File: config.mk
export PLATFORM = sky130hd
export DESIGN_NAME = fes_erase_seq
export DESIGN_NICKNAME = d
export VERILOG_FILES = /design/src/rtl/fes_pkg.sv /design/src/rtl/fes_prot_count.sv /design/src/rtl/fes_cmd_gen.sv /design/src/rtl/fes_wait_timer.sv /design/src/rtl/fes_erase_seq.sv
export SDC_FILE = /design/constraint.sdc
export NUM_CORES = 1
export LEC_CHECK = 0
export BUFFER_PORTS_ARGS = -buffer_cell sky130_fd_sc_hd__buf_2
export CELL_PAD_IN_SITES_DETAIL_PLACEMENT = 1
export CELL_PAD_IN_SITES_GLOBAL_PLACEMENT = 2
export CORE_MARGIN = 3
export CORE_UTILIZATION = 29
export CTS_BUF_LIST = sky130_fd_sc_hd__clkbuf_8
export CTS_CLUSTER_DIAMETER = 100
export DETAILED_ROUTE_END_ITERATION = 6
export PLACE_DENSITY = 0.8
export RECOVER_POWER = 100
export SLEW_MARGIN = 20
export SYNTH_ARGS = -nofsm -noshare
export SYNTH_HDL_FRONTEND = slang
export SYNTH_SLANG_ARGS = --single-unit
File: constraint.sdc
create_clock -name clk -period 3.8 [get_ports clk]
set_input_delay 0.38 -clock clk [delete_from_list [all_inputs] [get_ports clk]]
set_output_delay 0.38 -clock clk [all_outputs]
set_load 0.005 [all_outputs]
File: src/rtl/fes_pkg.sv
package fes_pkg;

  typedef enum logic [3:0] {
    ST_IDLE, ST_SEL, ST_CMD, ST_WAIT, ST_PRD, ST_PCHK, ST_SUSP, ST_RDM, ST_FIN
  } fes_state_t;

  typedef enum logic {
    FAM_STATUS = 1'b0,
    FAM_UNLOCK = 1'b1
  } fes_family_t;

  typedef enum logic [1:0] {
    OP_ERASE, OP_SUSPEND, OP_READMODE
  } fes_op_t;

  localparam logic [7:0] C_CLR_STAT   = 8'h50;
  localparam logic [7:0] C_ER_SETUP   = 8'h20;
  localparam logic [7:0] C_ER_CONFIRM = 8'hD0;
  localparam logic [7:0] C_KEY_A      = 8'hAA;
  localparam logic [7:0] C_KEY_B      = 8'h55;
  localparam logic [7:0] C_ER_ARM     = 8'h80;
  localparam logic [7:0] C_ER_SECTOR  = 8'h30;
  localparam logic [7:0] C_SUSPEND    = 8'hB0;
  localparam logic [7:0] C_RD_STATUS  = 8'hFF;
  localparam logic [7:0] C_RD_UNLOCK  = 8'hF0;

  localparam int unsigned KEY_OFS_A = 32'h555;
  localparam int unsigned KEY_OFS_B = 32'h2AA;

endpackage

File: src/rtl/fes_prot_count.sv
module fes_prot_count #(
  parameter int NSECT = 8,
  localparam int XW = $clog2(NSECT)
) (
  input  logic [NSECT-1:0] protect_map,
  input  logic [XW-1:0]    first,
  input  logic [XW-1:0]    last,
  output logic [XW:0]      count
);
  logic [NSECT-1:0] hit;

  for (genvar i = 0; i < NSECT; i++) begin : g_win
    assign hit[i] = protect_map[i] && (XW'(i) >= first) && (XW'(i) <= last);
  end

  always_comb begin
    count = '0;
    for (int i = 0; i < NSECT; i++) count = count + (XW+1)'(hit[i]);
  end
endmodule

File: src/rtl/fes_cmd_gen.sv
module fes_cmd_gen
  import fes_pkg::*;
#(
  parameter int AW = 20,
  parameter int LANES = 2,
  parameter int LANE_W = 16,
  localparam int DW = LANES * LANE_W
) (
  input  fes_family_t   fam,
  input  fes_op_t       op,
  input  logic [2:0]    step,
  input  logic [AW-1:0] base,
  input  logic [AW-1:0] saddr,
  output logic [AW-1:0] addr,
  output logic [DW-1:0] data,
  output logic          last_step
);
  function automatic logic [DW-1:0] bcast(input logic [7:0] b);
    logic [DW-1:0] r;
    for (int l = 0; l < LANES; l++) r[l*LANE_W +: LANE_W] = LANE_W'(b);
    return r;
  endfunction

  localparam logic [AW-1:0] OFS_A = AW'(KEY_OFS_A);
  localparam logic [AW-1:0] OFS_B = AW'(KEY_OFS_B);

  logic [7:0] byte_c;

  always_comb begin
    addr      = saddr;
    byte_c    = C_RD_STATUS;
    last_step = 1'b0;
    unique case (op)
      OP_SUSPEND: byte_c = C_SUSPEND;
      OP_READMODE: begin
        addr   = base;
        byte_c = (fam == FAM_STATUS) ? C_RD_STATUS : C_RD_UNLOCK;
      end
      default: begin
        if (fam == FAM_STATUS) begin
          case (step)
            3'd0:    byte_c = C_CLR_STAT;
            3'd1:    byte_c = C_ER_SETUP;
            default: begin byte_c = C_ER_CONFIRM; last_step = 1'b1; end
          endcase
        end else begin
          case (step)
            3'd0:    begin addr = base + OFS_A; byte_c = C_KEY_A;  end
            3'd1:    begin addr = base + OFS_B; byte_c = C_KEY_B;  end
            3'd2:    begin addr = base + OFS_A; byte_c = C_ER_ARM; end
            3'd3:    begin addr = base + OFS_A; byte_c = C_KEY_A;  end
            3'd4:    begin addr = base + OFS_B; byte_c = C_KEY_B;  end
            default: begin byte_c = C_ER_SECTOR; last_step = 1'b1; end
          endcase
        end
      end
    endcase
    data = bcast(byte_c);
  end
endmodule

File: src/rtl/fes_wait_timer.sv
module fes_wait_timer #(
  parameter int MIN_WAIT_CYC = 250_000,
  parameter int TIMEOUT_CYC  = 50_000_000,
  parameter int TICK_CYC     = 250_000_000,
  localparam int TW = $clog2(TIMEOUT_CYC + 2),
  localparam int KW = $clog2(TICK_CYC)
) (
  input  logic clk,
  input  logic rst_n,
  input  logic clr,
  input  logic run,
  output logic min_done,
  output logic expired,
  output logic tick
);
  localparam logic [TW-1:0] CNT_SAT = TW'(TIMEOUT_CYC + 1);
  localparam logic [TW-1:0] CNT_MIN = TW'(MIN_WAIT_CYC - 1);
  localparam logic [TW-1:0] CNT_TMO = TW'(TIMEOUT_CYC);
  localparam logic [KW-1:0] TK_LAST = KW'(TICK_CYC - 1);

  logic [TW-1:0] cnt;
  logic [KW-1:0] tk;

  always_ff @(posedge clk or negedge rst_n) begin
    if (!rst_n) begin
      cnt <= '0;
      tk  <= '0;
    end else if (clr) begin
      cnt <= '0;
      tk  <= '0;
    end else if (run) begin
      if (cnt != CNT_SAT) cnt <= cnt + 1'b1;
      tk <= (tk == TK_LAST) ? '0 : tk + 1'b1;
    end
  end

  assign min_done = run && (cnt == CNT_MIN);
  assign expired  = cnt >= CNT_TMO;
  assign tick     = run && (tk == TK_LAST);
endmodule

File: src/rtl/fes_erase_seq.sv
module fes_erase_seq
  import fes_pkg::*;
#(
  parameter int NSECT = 8,
  parameter int AW = 20,
  parameter int LANES = 2,
  parameter int LANE_W = 16,
  parameter int MIN_WAIT_CYC = 250_000,
  parameter int TIMEOUT_CYC = 50_000_000,
  parameter int TICK_CYC = 250_000_000,
  localparam int XW = $clog2(NSECT),
  localparam int IW = XW + 2,
  localparam int DW = LANES * LANE_W
) (
  input  logic                 clk,
  input  logic                 rst_n,
  input  logic                 start,
  input  logic                 family,
  input  logic signed [IW-1:0] first_idx,
  input  logic signed [IW-1:0] last_idx,
  input  logic [NSECT-1:0]     protect_map,
  input  logic [NSECT*AW-1:0]  sect_addr_flat,
  input  logic [AW-1:0]        bank_base,
  output logic                 fl_we,
  output logic                 fl_re,
  output logic [AW-1:0]        fl_addr,
  output logic [DW-1:0]        fl_wdata,
  input  logic [DW-1:0]        fl_rdata,
  output logic                 busy,
  output logic                 tick,
  output logic                 done,
  output logic                 pass,
  output logic [XW:0]          prot_cnt
);
  localparam logic signed [IW-1:0] TOP_IDX = IW'(NSECT - 1);

  function automatic logic range_bad(input logic signed [IW-1:0] f,
                                     input logic signed [IW-1:0] l);
    return f[IW-1] || (f > l) || (l > TOP_IDX);
  endfunction

  function automatic logic lanes_ready(input logic [DW-1:0] d);
    logic ok;
    ok = 1'b1;
    for (int l = 0; l < LANES; l++) ok = ok & d[l*LANE_W + 7];
    return ok;
  endfunction

  fes_state_t    st;
  fes_family_t   fam_q;
  logic [XW:0]   idx_q, last_q;
  logic [2:0]    step_q;
  logic          fail_q, pass_q;
  logic [XW:0]   prot_q;

  logic [XW:0]   win_cnt;
  logic [XW-1:0] sec_lo;
  logic [AW-1:0] cur_sa;
  logic          cur_prot, past_end;
  logic          waiting, min_done, expired, rdy;
  logic          erase_ok_evt, timeout_evt;
  fes_op_t       op;
  logic [AW-1:0] gen_addr;
  logic [DW-1:0] gen_data;
  logic          gen_last;

  fes_prot_count #(.NSECT(NSECT)) u_cnt (
    .protect_map (protect_map),
    .first       (first_idx[XW-1:0]),
    .last        (last_idx[XW-1:0]),
    .count       (win_cnt)
  );

  assign sec_lo   = idx_q[XW-1:0];
  assign cur_sa   = sect_addr_flat[sec_lo*AW +: AW];
  assign cur_prot = protect_map[sec_lo];
  assign past_end = idx_q > last_q;
  assign waiting  = (st == ST_WAIT) || (st == ST_PRD) || (st == ST_PCHK);
  assign rdy      = lanes_ready(fl_rdata);
  assign erase_ok_evt = (st == ST_PCHK) && rdy;
  assign timeout_evt  = (st == ST_PCHK) && !rdy && expired;

  fes_wait_timer #(
    .MIN_WAIT_CYC (MIN_WAIT_CYC),
    .TIMEOUT_CYC  (TIMEOUT_CYC),
    .TICK_CYC     (TICK_CYC)
  ) u_tmr (
    .clk      (clk),
    .rst_n    (rst_n),
    .clr      (st == ST_CMD),
    .run      (waiting),
    .min_done (min_done),
    .expired  (expired),
    .tick     (tick)
  );

  always_comb begin
    unique case (st)
      ST_SUSP: op = OP_SUSPEND;
      ST_RDM:  op = OP_READMODE;
      default: op = OP_ERASE;
    endcase
  end

  fes_cmd_gen #(.AW(AW), .LANES(LANES), .LANE_W(LANE_W)) u_gen (
    .fam       (fam_q),
    .op        (op),
    .step      (step_q),
    .base      (bank_base),
    .saddr     (cur_sa),
    .addr      (gen_addr),
    .data      (gen_data),
    .last_step (gen_last)
  );

  assign fl_we    = (st == ST_CMD) || (st == ST_SUSP) || (st == ST_RDM);
  assign fl_re    = (st == ST_PRD);
  assign fl_addr  = (st == ST_PRD) ? cur_sa : gen_addr;
  assign fl_wdata = gen_data;
  assign busy     = (st != ST_IDLE);
  assign done     = (st == ST_FIN);
  assign pass     = pass_q;
  assign prot_cnt = prot_q;

  always_ff @(posedge clk or negedge rst_n) begin
    if (!rst_n) begin
      st     <= ST_IDLE;
      fam_q  <= FAM_STATUS;
      idx_q  <= '0;
      last_q <= '0;
      step_q <= '0;
      fail_q <= 1'b0;
      pass_q <= 1'b0;
      prot_q <= '0;
    end else begin
      unique case (st)
        ST_IDLE: if (start) begin
          fam_q <= fes_family_t'(family);
          if (range_bad(first_idx, last_idx)) begin
            prot_q <= '0;
            pass_q <= 1'b0;
            st     <= ST_FIN;
          end else begin
            idx_q  <= {1'b0, first_idx[XW-1:0]};
            last_q <= {1'b0, last_idx[XW-1:0]};
            prot_q <= win_cnt;
            fail_q <= 1'b0;
            st     <= ST_SEL;
          end
        end
        ST_SEL: begin
          if (past_end) begin
            pass_q <= 1'b1;
            st     <= ST_FIN;
          end else if (cur_prot) begin
            idx_q <= idx_q + 1'b1;
          end else begin
            step_q <= '0;
            st     <= ST_CMD;
          end
        end
        ST_CMD: begin
          if (gen_last) st <= ST_WAIT;
          else step_q <= step_q + 1'b1;
        end
        ST_WAIT: if (min_done) st <= ST_PRD;
        ST_PRD:  st <= ST_PCHK;
        ST_PCHK: begin
          if (erase_ok_evt) st <= ST_RDM;
          else if (timeout_evt) begin
            fail_q <= 1'b1;
            st     <= (fam_q == FAM_STATUS) ? ST_SUSP : ST_RDM;
          end else st <= ST_PRD;
        end
        ST_SUSP: st <= ST_RDM;
        ST_RDM: begin
          if (fail_q) begin
            pass_q <= 1'b0;
            st     <= ST_FIN;
          end else begin
            idx_q <= idx_q + 1'b1;
            st    <= ST_SEL;
          end
        end
        default: st <= ST_IDLE;
      endcase
    end
  end
endmodule

Word-level counts from Yosys, hierarchy flattened. Cells that the tools add are included. Widths: inputs -> output; s select.

Flip-flop bits (word level): 75. Latch bits: 0. RAM bits: 0. Memory bits (read-only): 0. Input bits: 234. Logic and storage cells: 184. Memories: 0.

Add/sub/neg operators: 13. Multiply operators: 1. Div/mod/pow operators: 0. Magnitude comparators: 21. Eq/ne operators: 32. Shift operators: 1. Multiplexer cells: 54. Bitwise operators: 2. Reduce and logical (&&, ||, !) cells: 50.

Operators by type and width (number): $shiftx 160x9->20 (1); $mux 28 (3); $pmux 20 s2 (2); $mux 26 (3); $mux 4 (14); $mux 20 (2); $pmux 4 s8 (1); $pmux 8 s2 (2); $add 28x1->28 const B (1); $eq 28x28->1 const B (1); $ne 2x2->1 const B (14); $add 26x1->26 const B (1); $eq 26x18->1 const B (1); $ge 26x26->1 const B (1); $ne 26x26->1 const B (1); $add 4x1->4 (6); $pmux 8 s3 (1); $logic_and 1x1->1 (21); $add 20x10->20 const B (1); $add 20x11->20 const B (1); $eq 4x3->1 const B (4); $mux 1 (14); $ge 3x3->1 const A (4); $le 3x3->1 const A (4); other kinds (47) (70).

Longest topological paths before layout. Gate-level depths: netlist of run 1.

Depth in word-level cells: 11. Depth in mapped cells: 13.

By module. From an unflattened synthesis of run 1, not the netlist that was laid out.

Cell total of the unflattened synthesis: 879. Area, all modules: 8002.7 um^2.

Modules (own cells, without submodules): fes_wait_timer (instances 1, cells an instance 316, area an instance 3024.2 um^2, sequential area each 1351.3 um^2); fes_erase_seq (instances 1, cells an instance 254, area an instance 2852.7 um^2, sequential area each 525.5 um^2); fes_cmd_gen (instances 1, cells an instance 278, area an instance 1863.0 um^2, sequential area each 0.0 um^2); fes_prot_count (instances 1, cells an instance 31, area an instance 262.8 um^2, sequential area each 0.0 um^2).

Worst setup path before layout of run 1. Ideal clock, no wire load.

Kind: input-to-reg. Start: input last_idx[2]. End: register prot_q[1] (netlist: prot_cnt[1]). Setup time: 0.141 ns. Arrival time: 3.223 ns. Required time: 3.659 ns. Setup slack: 0.436 ns. Stages: 11. Cells stage by stage: clkbuf_1 > o311a_1 > ha_1 > inv_1 > fa_1 > fa_1 > fa_1 > inv_1 > fa_1 > nand3_1 > o21ai_0.

Word-level cells in the longest chain between the ends: 10. Elaborated cells on any way between the ends: 28.

RTL lines: start, declared (RTL line fes_erase_seq.sv:20) `input logic signed [IW-1:0] last_idx,`; $le 1x3->1 (RTL line fes_prot_count.sv:13) `assign hit[i] = protect_map[i] && (XW'(i) >= first) && (XW'(i) <= last);`; $logic_and 1x1->1 (RTL line fes_prot_count.sv:13); $add 1x1->2 (RTL line fes_prot_count.sv:18) `for (int i = 0; i < NSECT; i++) count = count + (XW+1)'(hit[i]);`; $add 4x1->4 (6 in series) (RTL line fes_prot_count.sv:18); $mux 4 (*) (RTL line fes_erase_seq.sv:139) `if (range_bad(first_idx, last_idx)) begin`; end signal, assigned (RTL line fes_erase_seq.sv:146) `prot_q <= win_cnt;`; end, declared (RTL line fes_erase_seq.sv:54) `logic [XW:0] prot_q;`.

Every way passes the cells marked *; elsewhere a longest branch is shown, timed or not. A chain may end at the register's enable or synchronous reset.

Final worst setup path of run 1.
Start: register st[3]. End: output fl_addr[19].

Word-level cells in the longest chain between the ends: 5. Elaborated cells on any way between the ends: 8.

RTL lines: start, declared (RTL line fes_erase_seq.sv:49) `fes_state_t st;`; start signal, assigned (RTL line fes_erase_seq.sv:172) `st <= (fam_q == FAM_STATUS) ? ST_SUSP : ST_RDM;`; $eq 4x3->1 (RTL line fes_erase_seq.sv:98) `unique case (st)`; $pmux 2 s2 (RTL line fes_erase_seq.sv:98); $eq 2x2->1 or $eq 2x1->1 (tied branches) (RTL line fes_cmd_gen.sv:33) `unique case (op)`; $pmux 20 s2 (RTL line fes_cmd_gen.sv:33); $mux 20 (*) (RTL line fes_erase_seq.sv:118) `assign fl_addr = (st == ST_PRD) ? cur_sa : gen_addr;`; end, declared (RTL line fes_erase_seq.sv:26) `output logic [AW-1:0] fl_addr,`.

Marked as above.

==> metrics.md, run 1 <==
| Metric | Value |
|---|---|
| Pwr per Cell Area | `600 nW/µm²` |
| Yosys reg bits | `between 70 and 80` |
| Vias in the first global route | `approximately 7.8k` |
| DR DRC count | `0` |
| Post-CTS Repair Setup Buffers | `0` |
| # rows | `58` |
| Synth Instances | `872` |
| Post-layout net count | `around 1.4k` |
| Final WS setup | `approximately 0.23 ns` |
| Post-synth EDFFs | `0` |
| Min-Delay Path Class | `input port to flop` |
| Register area share after synthesis | `0.246` |
| Final setup viols | `0` |
| Drt wl/cell | `about 20 µm` |
| CP required | `about 3.4 ns` |
| Crit path max fanout | `10` |
| TritonCTS clock tree | `done` |
| Initial antenna violation count | `0` |
| I/O pins | `a little under 300` |
| Largest cells by area after synthesis | `dfrtp_1, mux4_2, ha_1` |
| Setup tns final | `0 ns` |
| First-pass iteration count of the detailed router | `5` |
| Drt first-iter violations | `between 500 and 600` |
| Total wire length | `approximately 29000 µm` |
| Layout Skew | `between 0.015 and 0.02 ns` |
| GR Overflow Total | `0` |
| Top_reg_cell synth | `dfrtp_1` |
| Via/cell ratio | `5.47` |
| Min Hold Slack | `0.314 ns` |
| Final hold violations | `0` |
| Worst Max-Slew Pin Slew | `1.81 ns` |
| Die Ht | `about 170 µm` |
| Initial core utilization | `0.299` |
| Final antenna-violating net count | `0` |
| Avg Cell Area, Syn | `slightly below 9 µm²` |
| Cell variety after synth | `85` |
| Clock transition at path regs | `about 0.090 ns` |
| Failing checks | `capacitance limit, slew limit` |
| Area leader, netlist | `dfrtp_1` |
| R2R setup slack | `0.58 ns` |
| Pre-CTS setup slack | `around 0.28 ns` |
| Number of diodes | `0` |
| Clock Path Buffers | `2` |
| Pin count of the biggest net entering global routing | `31` |
| Multi-input logic area | `approximately 5000 µm²` |
| Util after Layout | `0.356` |
| Final instance area | `approximately 9100 µm²` |
| Kind of critical path | `flop to output port` |
| Storage element area | `1880 µm²` |
| Post-route minimum period | `~3.6 ns` |
| Status | `complete, but fails checks` |
| CP Capture Type | `output port` |
| CTS Sinks | `75` |
| Final Max Slew Viols | `16` |
| Rel. slew slack | `-0.217` |
| Crit start category | `flop` |
| H-tree level count | `3` |
| Total CTS buffers | `9` |
| Layout filler cell count | `~3.1k` |
| Area Overhead vs Synth | `19.1%` |
| Die X | `between 150 and 200 µm` |
| Post-synth ARST share | `1.00` |
| Cells after DPL | `between 1k and 1.5k` |
| GP Congestion | `roughly 0.86` |
| Post-DP Area | `9020 µm²` |
| Vias | `~8k` |
| Area fraction of the dominant cell type after synthesis | `0.246` |
| Lkg Pwr | `between 4 and 5 nW` |
| Core area | `25500 µm²` |
| CTS root buffer | `clkbuf_8` |
| Half-perimeter wire length after placement | `23300 µm` |
| Die area | `28300 µm²` |
| GRT Resource Usage Total | `0.196` |
| First-pass GRT wire length | `about 45000 µm` |
| Crit share post-route | `0.939` |
| Post-Syn Area | `between 7000 and 8000 µm²` |
| Layout cells sized above 1 | `0.285` |
| CP arrival | `around 3.2 ns` |
| Final Non-Filler Cells | `about 1.4k` |
| Later-pin clock latency in the skew report | `0.38 ns` |
| RSZ-0062 raised after global routing | `false` |
| Max cap viols | `1` |
| PortBufs | `between 200 and 250` |
| Pwr Total | `~5.4 mW` |
| Max Freq | `between 200 and 300 MHz` |
| Yosys warns | `0` |
| Peak VDD IR | `between 0.2 and 0.3 mV` |
## area by class of cell
class | instances | area share
multi-input combinational | 690 | 0.562
sequential | 75 | 0.207
timing repair buffer | 264 | 0.145
tap | 330 | 0.0454
inverter | 46 | 0.0190
clock buffer | 9 | 0.0136
clock inverter | 7 | 0.00812
## per-layer routing
metal	part of all wire	vias up	routed length (µm)	track usage
met5	0	-	0	0
met4	0.012	0	350	0.0342
met3	0.057	33	1650	0.0364
met2	0.47	207	13600	0.315
met1	0.46	3925	13100	0.280
li1	-	3610	-	-
## what timing repair did
item / 4_1_cts / 5_1_grt
gates cloned: 0 / 0
endpoints found under the hold margin: 10 / 0
hold buffers: 1 / 0
setup endpoints to repair: 1 / 1
gates resized for setup: 1 / 1
## synthesized netlist by cell type, drive strengths merged, types with 6 or more instances
| master | instances |
|---|---|
| o21ai | 48 |
| nand2b | 7 |
| nor2b | 9 |
| nor2 | 87 |
| and3 | 17 |
| a221oi | 6 |
| o31ai | 7 |
| nand4 | 22 |
| o22ai | 13 |
| nor3 | 26 |
| dfrtp | 75 |
| mux2 | 6 |
| inv | 46 |
| ha | 26 |
| or3 | 7 |
| o221ai | 6 |
| mux2i | 28 |
| xor2 | 23 |
| o211ai | 7 |
| nand2 | 83 |
| clkbuf | 17 |
| nor4 | 13 |
| mux4 | 42 |
| a211oi | 6 |
| a21oi | 38 |
| a21o | 7 |
| buf | 59 |
| nand3 | 38 |
| xnor2 | 26 |
## cell usage in the layout (no fill, tap or decap), types with 5 or more instances in the layout
cell,synthesis,layout
buf_2,23,216
nor2_1,83,85
nand2_1,82,83
dfrtp_1,75,72
inv_1,46,46
mux4_2,42,42
o21ai_0,39,41
nand3_1,37,37
a21oi_1,37,37
clkbuf_1,16,33
mux2i_1,28,28
xnor2_1,26,26
ha_1,26,26
nor3_1,20,23
xor2_1,23,23
nand4_1,22,22
and3_1,17,17
conb_1,1,16
o22ai_1,13,13
nor4_1,8,12
nor2b_1,9,9
clkbuf_8,0,9
buf_4,34,8
nand2b_1,7,7
o211ai_1,7,7
o31ai_1,6,7
o21ai_1,8,7
a21o_1,7,7
o221ai_1,6,6
a221oi_1,6,6
o2111ai_1,5,5
or3_1,6,5
a31oi_1,5,5
o21a_1,5,5
a211oi_1,5,5
o21bai_1,5,5
clkbuf_2,1,5
## registers in the layout, summed over array words and instances (netlist names)
register / count
fail_q: 1
fam_q: 1
step_q: 3
u_tmr.cnt: 26
prot_cnt: 4
u_tmr.tk: 28
last_q: 3
st: 4
pass: 1
idx_q: 4
## cell families after synthesis
logic type / synth area share
other: 0.000492
flip-flops: 0.246
buffers and inverters: 0.0807
multiplexers: 0.170
AO/OA/AOI/OAI: 0.172
AND/OR/NAND/NOR: 0.221
XOR/XNOR: 0.0563
adder cells (fa/ha/maj): 0.0531
## power by group
group | switching, mW | internal [mW] | leakage, nW
clock network | 0.347 | 0.307 | 0.100
logic | 2.08 | 1.54 | 2.99
registers | 0.265 | 0.912 | 1.02
## worst paths after layout
check	start	to	cells after the start
worst max-delay path	st[3]$_DFFE_PN0P_	fl_addr[19]	9
worst min-delay path	start	prot_cnt[1]$_DFFE_PN0P_	3
worst max register to register	u_tmr.cnt[10]$_DFFE_PN0P_	u_tmr.cnt[14]$_DFFE_PN0P_	6
worst min register to register	prot_cnt[3]$_DFFE_PN0P_	prot_cnt[3]$_DFFE_PN0P_	2
max in group asynchronous	rst_n	u_tmr.tk[8]$_DFFE_PN0P_	3
min in group asynchronous	rst_n	prot_cnt[3]$_DFFE_PN0P_	2
## critical path: stages, from the launching register on
cell and delay [ns]:
dfrtp_2 0.48, and2b_1 0.29, nand3_1 0.13, ha_1 0.39
nand2_1 0.16, or3_4 0.52, o22ai_1 0.27, a21oi_1 0.11
o32ai_1 0.29, buf_2 0.18
Power figures use the tool's default switching activity.
==> inputs of run 2 (changes only) <==
CORE_MARGIN = 10   (was 3)
==> run 2 against run 1 <==
  * The flow still finishes with violations (capacitance limit, slew limit)
  * Routed wire length rose by 6.8%
  * Non-clock buffer count rose by 2
  * First-iteration DRC count up 11%
  * Clock skew rose by 0.0010 ns
  * Cell count up 0.56%
  * Critical path depth unchanged
  * Critical path type unchanged
  * Largest cell class unchanged
  * Largest power group unchanged
==> metrics.md, run 2 (same netlist as run 1, synthesis figures left out) <==
| Metric | Value |
|---|---|
| Commonest non-fill, non-tap cells in the layout | `buf_2, nor2_1, nand2_1` |
| Hold path start | `start` |
| Vias | `about 7.8k` |
| DR DRC count | `0` |
| Max Freq | `282 MHz` |
| Drt wl/cell | `21.5 µm` |
| Multi-input logic area | `around 5100 µm²` |
| Storage element area | `between 1500 and 2000 µm²` |
| Crit path max fanout | `10` |
| Final hold violations | `0` |
| Hold Path End | `prot_cnt[1]$_DFFE_PN0P_` |
| Initial antenna violation count | `1` |
| Later-pin clock latency in the skew report | `about 0.38 ns` |
| Die area | `33200 µm²` |
| Layout cells sized above 1 | `0.280` |
| Half-perimeter wire length after placement | `25400 µm` |
| TritonCTS clock tree | `done` |
| Area Overhead vs Synth | `19.7%` |
| Final setup viols | `0` |
| Final WS setup | `between 0.2 and 0.3 ns` |
| Kind of critical path | `flop to output port` |
| First-pass iteration count of the detailed router | `5` |
| Top Registers | `u_tmr.tk x28, u_tmr.cnt x26` |
| Crit start category | `flop` |
| Peak VDD IR | `around 0.25 mV` |
| Worst Max-Slew Pin Slew | `1.70 ns` |
| Die X | `around 180 µm` |
| Via/cell ratio | `about 5.5` |
| Post-CTS Repair Setup Buffers | `0` |
| Layout Skew | `0.0170 ns` |
| GR Overflow Total | `0` |
| Initial core utilization | `0.294` |
| CP arrival | `roughly 3.2 ns` |
| Min-Delay Path Class | `input port to flop` |
| Clock transition at path regs | `~0.090 ns` |
| R2R setup slack | `between 0.5 and 0.6 ns` |
| Lkg Pwr | `between 4 and 5 nW` |
| Pre-CTS setup slack | `0.315 ns` |
| CP required | `3.42 ns` |
| GP Congestion | `~0.9` |
| RSZ-0062 raised after global routing | `false` |
| Layout filler cell count | `about 3.2k` |
| Drt first-iter violations | `roughly 550` |
| Hold-critical path depth | `3` |
| Status | `complete, but fails checks` |
| Total wire length | `30700 µm` |
| # rows | `59` |
| Final antenna-violating net count | `0` |
| GRT Resource Usage Total | `0.177` |
| Post-route minimum period | `~3.5 ns` |
| Pwr Total | `5.55 mW` |
| H-tree level count | `3` |
| Core area | `between 20000 and 30000 µm²` |
| Post-layout net count | `1352` |
| Die Ht | `between 150 and 200 µm` |
| Setup tns final | `0 ns` |
| PortBufs | `around 250` |
| CTS Sinks | `75` |
| Pwr per Cell Area | `about 610 nW/µm²` |
| Commonest non-fill, non-tap cell in the layout | `buf_2` |
| First-pass GRT wire length | `47500 µm` |
| Number of flip-flops in the largest register | `28` |
| CTS root buffer | `clkbuf_8` |
| I/O pins | `296` |
| R2r endpoint | `u_tmr.tk[27]$_DFFE_PN0P_` |
| Max cap viols | `1` |
| Biggest register | `u_tmr.tk` |
| Vias in the first global route | `around 8k` |
| R2R depth | `5` |
| Total CTS buffers | `9` |
| Crit share post-route | `0.932` |
| Reg-to-Reg Start | `u_tmr.tk[19]$_DFFE_PN0P_` |
| Pin count of the biggest net entering global routing | `34` |
| Failing checks | `capacitance limit, slew limit` |
| Rel. slew slack | `-0.146` |
| Final Max Slew Viols | `16` |
| Clock Path Buffers | `2` |
| CP Capture Type | `output port` |
[run 2: changes by cell type in the layout (fill, tap and decap cells not counted), moves of 2 or more]
cell	delta
clkbuf_2	-3
nor2_1	+2
buf_4	+4
buf_2	-7
clkbuf_1	+9
nor2_2	-2
[run 2: per-stage QoR]
step / cells / instance area [µm²] / hold slack, ns / util
finish: 1429 / 9130 / 0.314 / 0.351
global route: 1428 / 9130 / 0.301 / 0.351
CTS: 1428 / 9270 / 0.293 / 0.357
detailed placement: 1411 / 9030 / 0.411 / 0.348
global placement: 1411 / 9030 / 0.402 / 0.348
floorplan: 887 / 7680 / 0.0844 / -
[run 2: worst max path at each step]
| stage | cells past startpoint | from | slack [ns] | end |
|---|---|---|---|---|
| after detailed placement | 11 | last_idx[2] | 0.31 | prot_cnt[1]$_DFFE_PN0P_ |
| after global routing | 10 | st[3]$_DFFE_PN0P_ | 0.02 | fl_addr[19] |
| after CTS | 9 | st[3]$_DFFE_PN0P_ | 0.06 | fl_addr[9] |
| after floorplan | 11 | last_idx[2] | 0.44 | prot_cnt[1]$_DFFE_PN0P_ |
| after global placement | 11 | last_idx[2] | 0.32 | prot_cnt[1]$_DFFE_PN0P_ |
| final | 9 | st[3]$_DFFE_PN0P_ | 0.26 | fl_addr[9] |
[run 2: repair_timing]
action,CTS,global route
endpoints found under the hold margin,10,0
hold buffers,1,0
pin swaps,0,0
gates resized for setup,1,2
endpoints found under the setup margin,1,4
[run 2: worst max-delay path, stage by stage (launching register included)]
cell and delay (ns):
dfrtp_2 0.48, and2b_1 0.30, nand3_1 0.14, ha_1 0.42
nand2_1 0.16, or3_4 0.52, o21ai_1 0.15, a21oi_1 0.10
o32ai_2 0.35, buf_2 0.18
[run 2: cell type report]
cell class	instances	area share
diodes	1	0.000274
clock buffers	9	0.0136
clock inverters	7	0.0110
inverters	46	0.0189
multi-input cells	690	0.560
flip-flops and latches	75	0.206
well taps	335	0.0459
repair buffers	266	0.144
[run 2: per-layer routing]
layer / GRT usage / routed length, µm
met1: 0.250 / 14200
met2: 0.277 / 14500
met3: 0.0350 / 1760
met5: 0 / 13
met4: 0.0257 / 216
[run 2: power by group]
group	internal (mW)	switching [mW]	leakage, nW
registers	0.911	0.291	1.02
logic	1.54	2.09	2.98
clock network	0.376	0.341	0.114
total	2.83	2.72	4.11
==> inputs of run 3 (changes only) <==
BUFFER_PORTS_ARGS = -buffer_cell sky130_fd_sc_hd__buf_4   (was -buffer_cell sky130_fd_sc_hd__buf_2)
==> run 3 against run 2 <==
  * The run still ends with capacitance limit, slew limit left
  * Register-to-register slack lost 0.07 ns
  * Sequential power about the same
  * Cell area grew 5.4%
  * Count of clock-buffer cells in the layout is the same
  * Critical path depth down 3
  * Largest power group unchanged
  * Sequential share of layout area shrank 1.0 points
==> metrics.md, run 3 (same netlist as run 1, synthesis figures left out) <==
| Metric | Value |
|---|---|
| Final Max Slew Viols | `92` |
| Crit share post-route | `0.943` |
| Layout cells sized above 1 | `0.293` |
| PortBufs | `249` |
| Drt first-iter violations | `530` |
| CP required | `about 3.4 ns` |
| Storage element area | `around 1900 µm²` |
| GRT Resource Usage Total | `0.181` |
| Clock transition at path regs | `around 0.09 ns` |
| Layout Skew | `0.0240 ns` |
| Worst path most repeated cell | `clkbuf_1` |
| Post-CTS Repair Setup Buffers | `0` |
| Final antenna-violating net count | `0` |
| Largest stage delay, worst path | `0.74 ns` |
| Initial core utilization | `0.294` |
| Pwr per Cell Area | `roughly 580 nW/µm²` |
| Later-pin clock latency in the skew report | `about 0.38 ns` |
| Top Registers | `u_tmr.tk x28, u_tmr.cnt x26` |
| Post-layout net count | `around 1.3k` |
| CP Capture Type | `output port` |
| Commonest non-fill, non-tap cell in the layout | `buf_4` |
| Delay-heaviest family, CP | `simple AND/OR/NAND/NOR gates` |
| Biggest register | `u_tmr.tk` |
| Kind of critical path | `flop to output port` |
| Area Overhead vs Synth | `26.1%` |
| WP depth | `6` |
| Crit-path slowest cell | `or3_1` |
| RSZ-0062 raised after global routing | `false` |
| CP Capture Point | `fl_addr[12]` |
| Vias | `7711` |
| Min-Delay Path Class | `input port to flop` |
| First-pass iteration count of the detailed router | `5` |
| CP Buf/Inv Count | `3` |
| Worst Setup SP | `st[1]$_DFFE_PN0P_` |
| Via/cell ratio | `between 5 and 6` |
| Final Non-Filler Cells | `roughly 1.4k` |
| Post-CTS Resized | `0` |
| TritonCTS clock tree | `done` |
| Commonest non-fill, non-tap cells in the layout | `buf_4, nor2_1, nand2_1` |
| Sw Ratio | `0.492` |
| R2R depth | `6` |
| Half-perimeter wire length after placement | `between 20000 and 30000 µm` |
| Total wire length | `about 32000 µm` |
| Final setup viols | `0` |
| Worst Max-Slew Pin Slew | `slightly below 2 ns` |
| Layout filler cell count | `3173` |
| R2r endpoint | `u_tmr.cnt[14]$_DFFE_PN0P_` |
| CP arrival | `between 3 and 4 ns` |
| Setup tns final | `0 ns` |
| Cells after DPL | `1406` |
| Reg-to-Reg Start | `u_tmr.cnt[10]$_DFFE_PN0P_` |
| Die area | `33200 µm²` |
| Total CTS buffers | `9` |
| CTS Sinks | `between 70 and 80` |
| R2R setup slack | `0.48 ns` |
| Comb pwr share | `0.677` |
| Initial antenna violation count | `2` |
| Clock Path Buffers | `2` |
| Final hold violations | `0` |
| Max cap viols | `2` |
| CTS root buffer | `clkbuf_8` |
| Status | `complete, but fails checks` |
| Failing checks | `capacitance limit, slew limit` |
| DR DRC count | `0` |
| Post-route minimum period | `3.58 ns` |
| Pwr Total | `roughly 5.6 mW` |
| H-tree level count | `3` |
| GP Congestion | `roughly 0.9` |
| Max Freq | `279 MHz` |
| # rows | `59` |
| Pre-CTS setup slack | `a little over 0.3 ns` |
| Rel. slew slack | `-0.284` |
| Internal Power | `2.84 mW` |
| Number of flip-flops in the largest register | `28` |
| Die Ht | `~180 µm` |
| Core area | `around 26000 µm²` |
| Share of total power in sequential cells | `0.215` |
| First-pass GRT wire length | `about 48000 µm` |
| GR Overflow Total | `0` |
| Clock share of power | `0.108` |
| Pin count of the biggest net entering global routing | `76` |
| Die X | `around 180 µm` |
| CTS Hold Bufs | `0` |
| Vias in the first global route | `~7.9k` |
| Crit start category | `flop` |
| I/O pins | `~300` |
| Drt wl/cell | `22.3 µm` |
| Crit path cell chain | `or3_1 -> inv_1 -> clkbuf_1 -> nor2_1 -> a221o_1 -> clkbuf_1` |
| Final WS setup | `~0.22 ns` |
| NetSw | `between 2 and 3 mW` |
| Crit path max fanout | `19` |
| Peak VDD IR | `approximately 0.25 mV` |
| Lkg Pwr | `4.29 nW` |
| Multi-input logic area | `between 5000 and 6000 µm²` |
[run 3: cell types whose count changed in the layout (fill, tap and decap cells not counted), moves of 2 or more]
cell,before,now
buf_4,12,219
clkinv_4,2,0
buf_2,209,0
bufinv_16,2,0
clkbuf_1,42,25
clkbuf_4,0,14
clkinvlp_4,0,2
[run 3: how the worst min path moves through the flow]
stage,startpoint,end,slack (ns),cells past startpoint
final,family,fam_q$_DFFE_PN0P_,0.29,2
after global routing,family,fam_q$_DFFE_PN0P_,0.28,2
after CTS,rst_n,prot_cnt[3]$_DFFE_PN0P_,0.19,1
after detailed placement,prot_cnt[2]$_DFFE_PN0P_,prot_cnt[2]$_DFFE_PN0P_,0.48,2
after global placement,prot_cnt[2]$_DFFE_PN0P_,prot_cnt[2]$_DFFE_PN0P_,0.47,2
after floorplan,rst_n,fail_q$_DFFE_PN0P_,0.08,0
[run 3: worst reg2reg max path, cell delays in order, from the launching register on]
cell,delay (ns)
dfrtp_1,0.44
nor4_1,0.68
nand3_1,0.19
o31ai_1,1.44
nor3_1,0.16
xnor2_1,0.24
nor2_1,0.06
[run 3: per-layer routing]
layer | vias up | share of wire | global-route usage
li1 | 3602 | - | -
met1 | 3868 | 0.45 | 0.251
met2 | 211 | 0.48 | 0.285
met3 | 28 | 0.058 | 0.0380
met4 | 2 | 0.011 | 0.0358
met5 | - | 0.00041 | 0
[run 3: area by class of cell]
type / instances / share of cell area
Antenna cell: 1 / 0.000260
Clock buffer: 9 / 0.0129
Clock inverter: 7 / 0.00598
Inverter: 46 / 0.0180
Multi-Input combinational cell: 690 / 0.531
Sequential cell: 75 / 0.196
Tap cell: 335 / 0.0436
Timing Repair Buffer: 260 / 0.193
[run 3: power groups by stage]
stage          clock (mW)  sequential, mW  combinational, mW
6_report            0.603            1.20               3.78
5_1_grt             0.669            1.25               4.16
4_1_cts             0.633            1.21               4.04
3_5_place_dp            0            1.22               4.03
3_3_place_gp            0            1.22               3.98
2_1_floorplan           0            1.00               2.68
[run 3: stage by stage]
step | hold slack, ns | util | instance area, µm²
final | 0.288 | 0.370 | 9620
after global routing | 0.276 | 0.370 | 9620
after floorplan | 0.0844 | - | 7680
after detailed placement | 0.480 | 0.370 | 9620
after global placement | 0.474 | 0.370 | 9620
after CTS | 0.189 | 0.377 | 9800
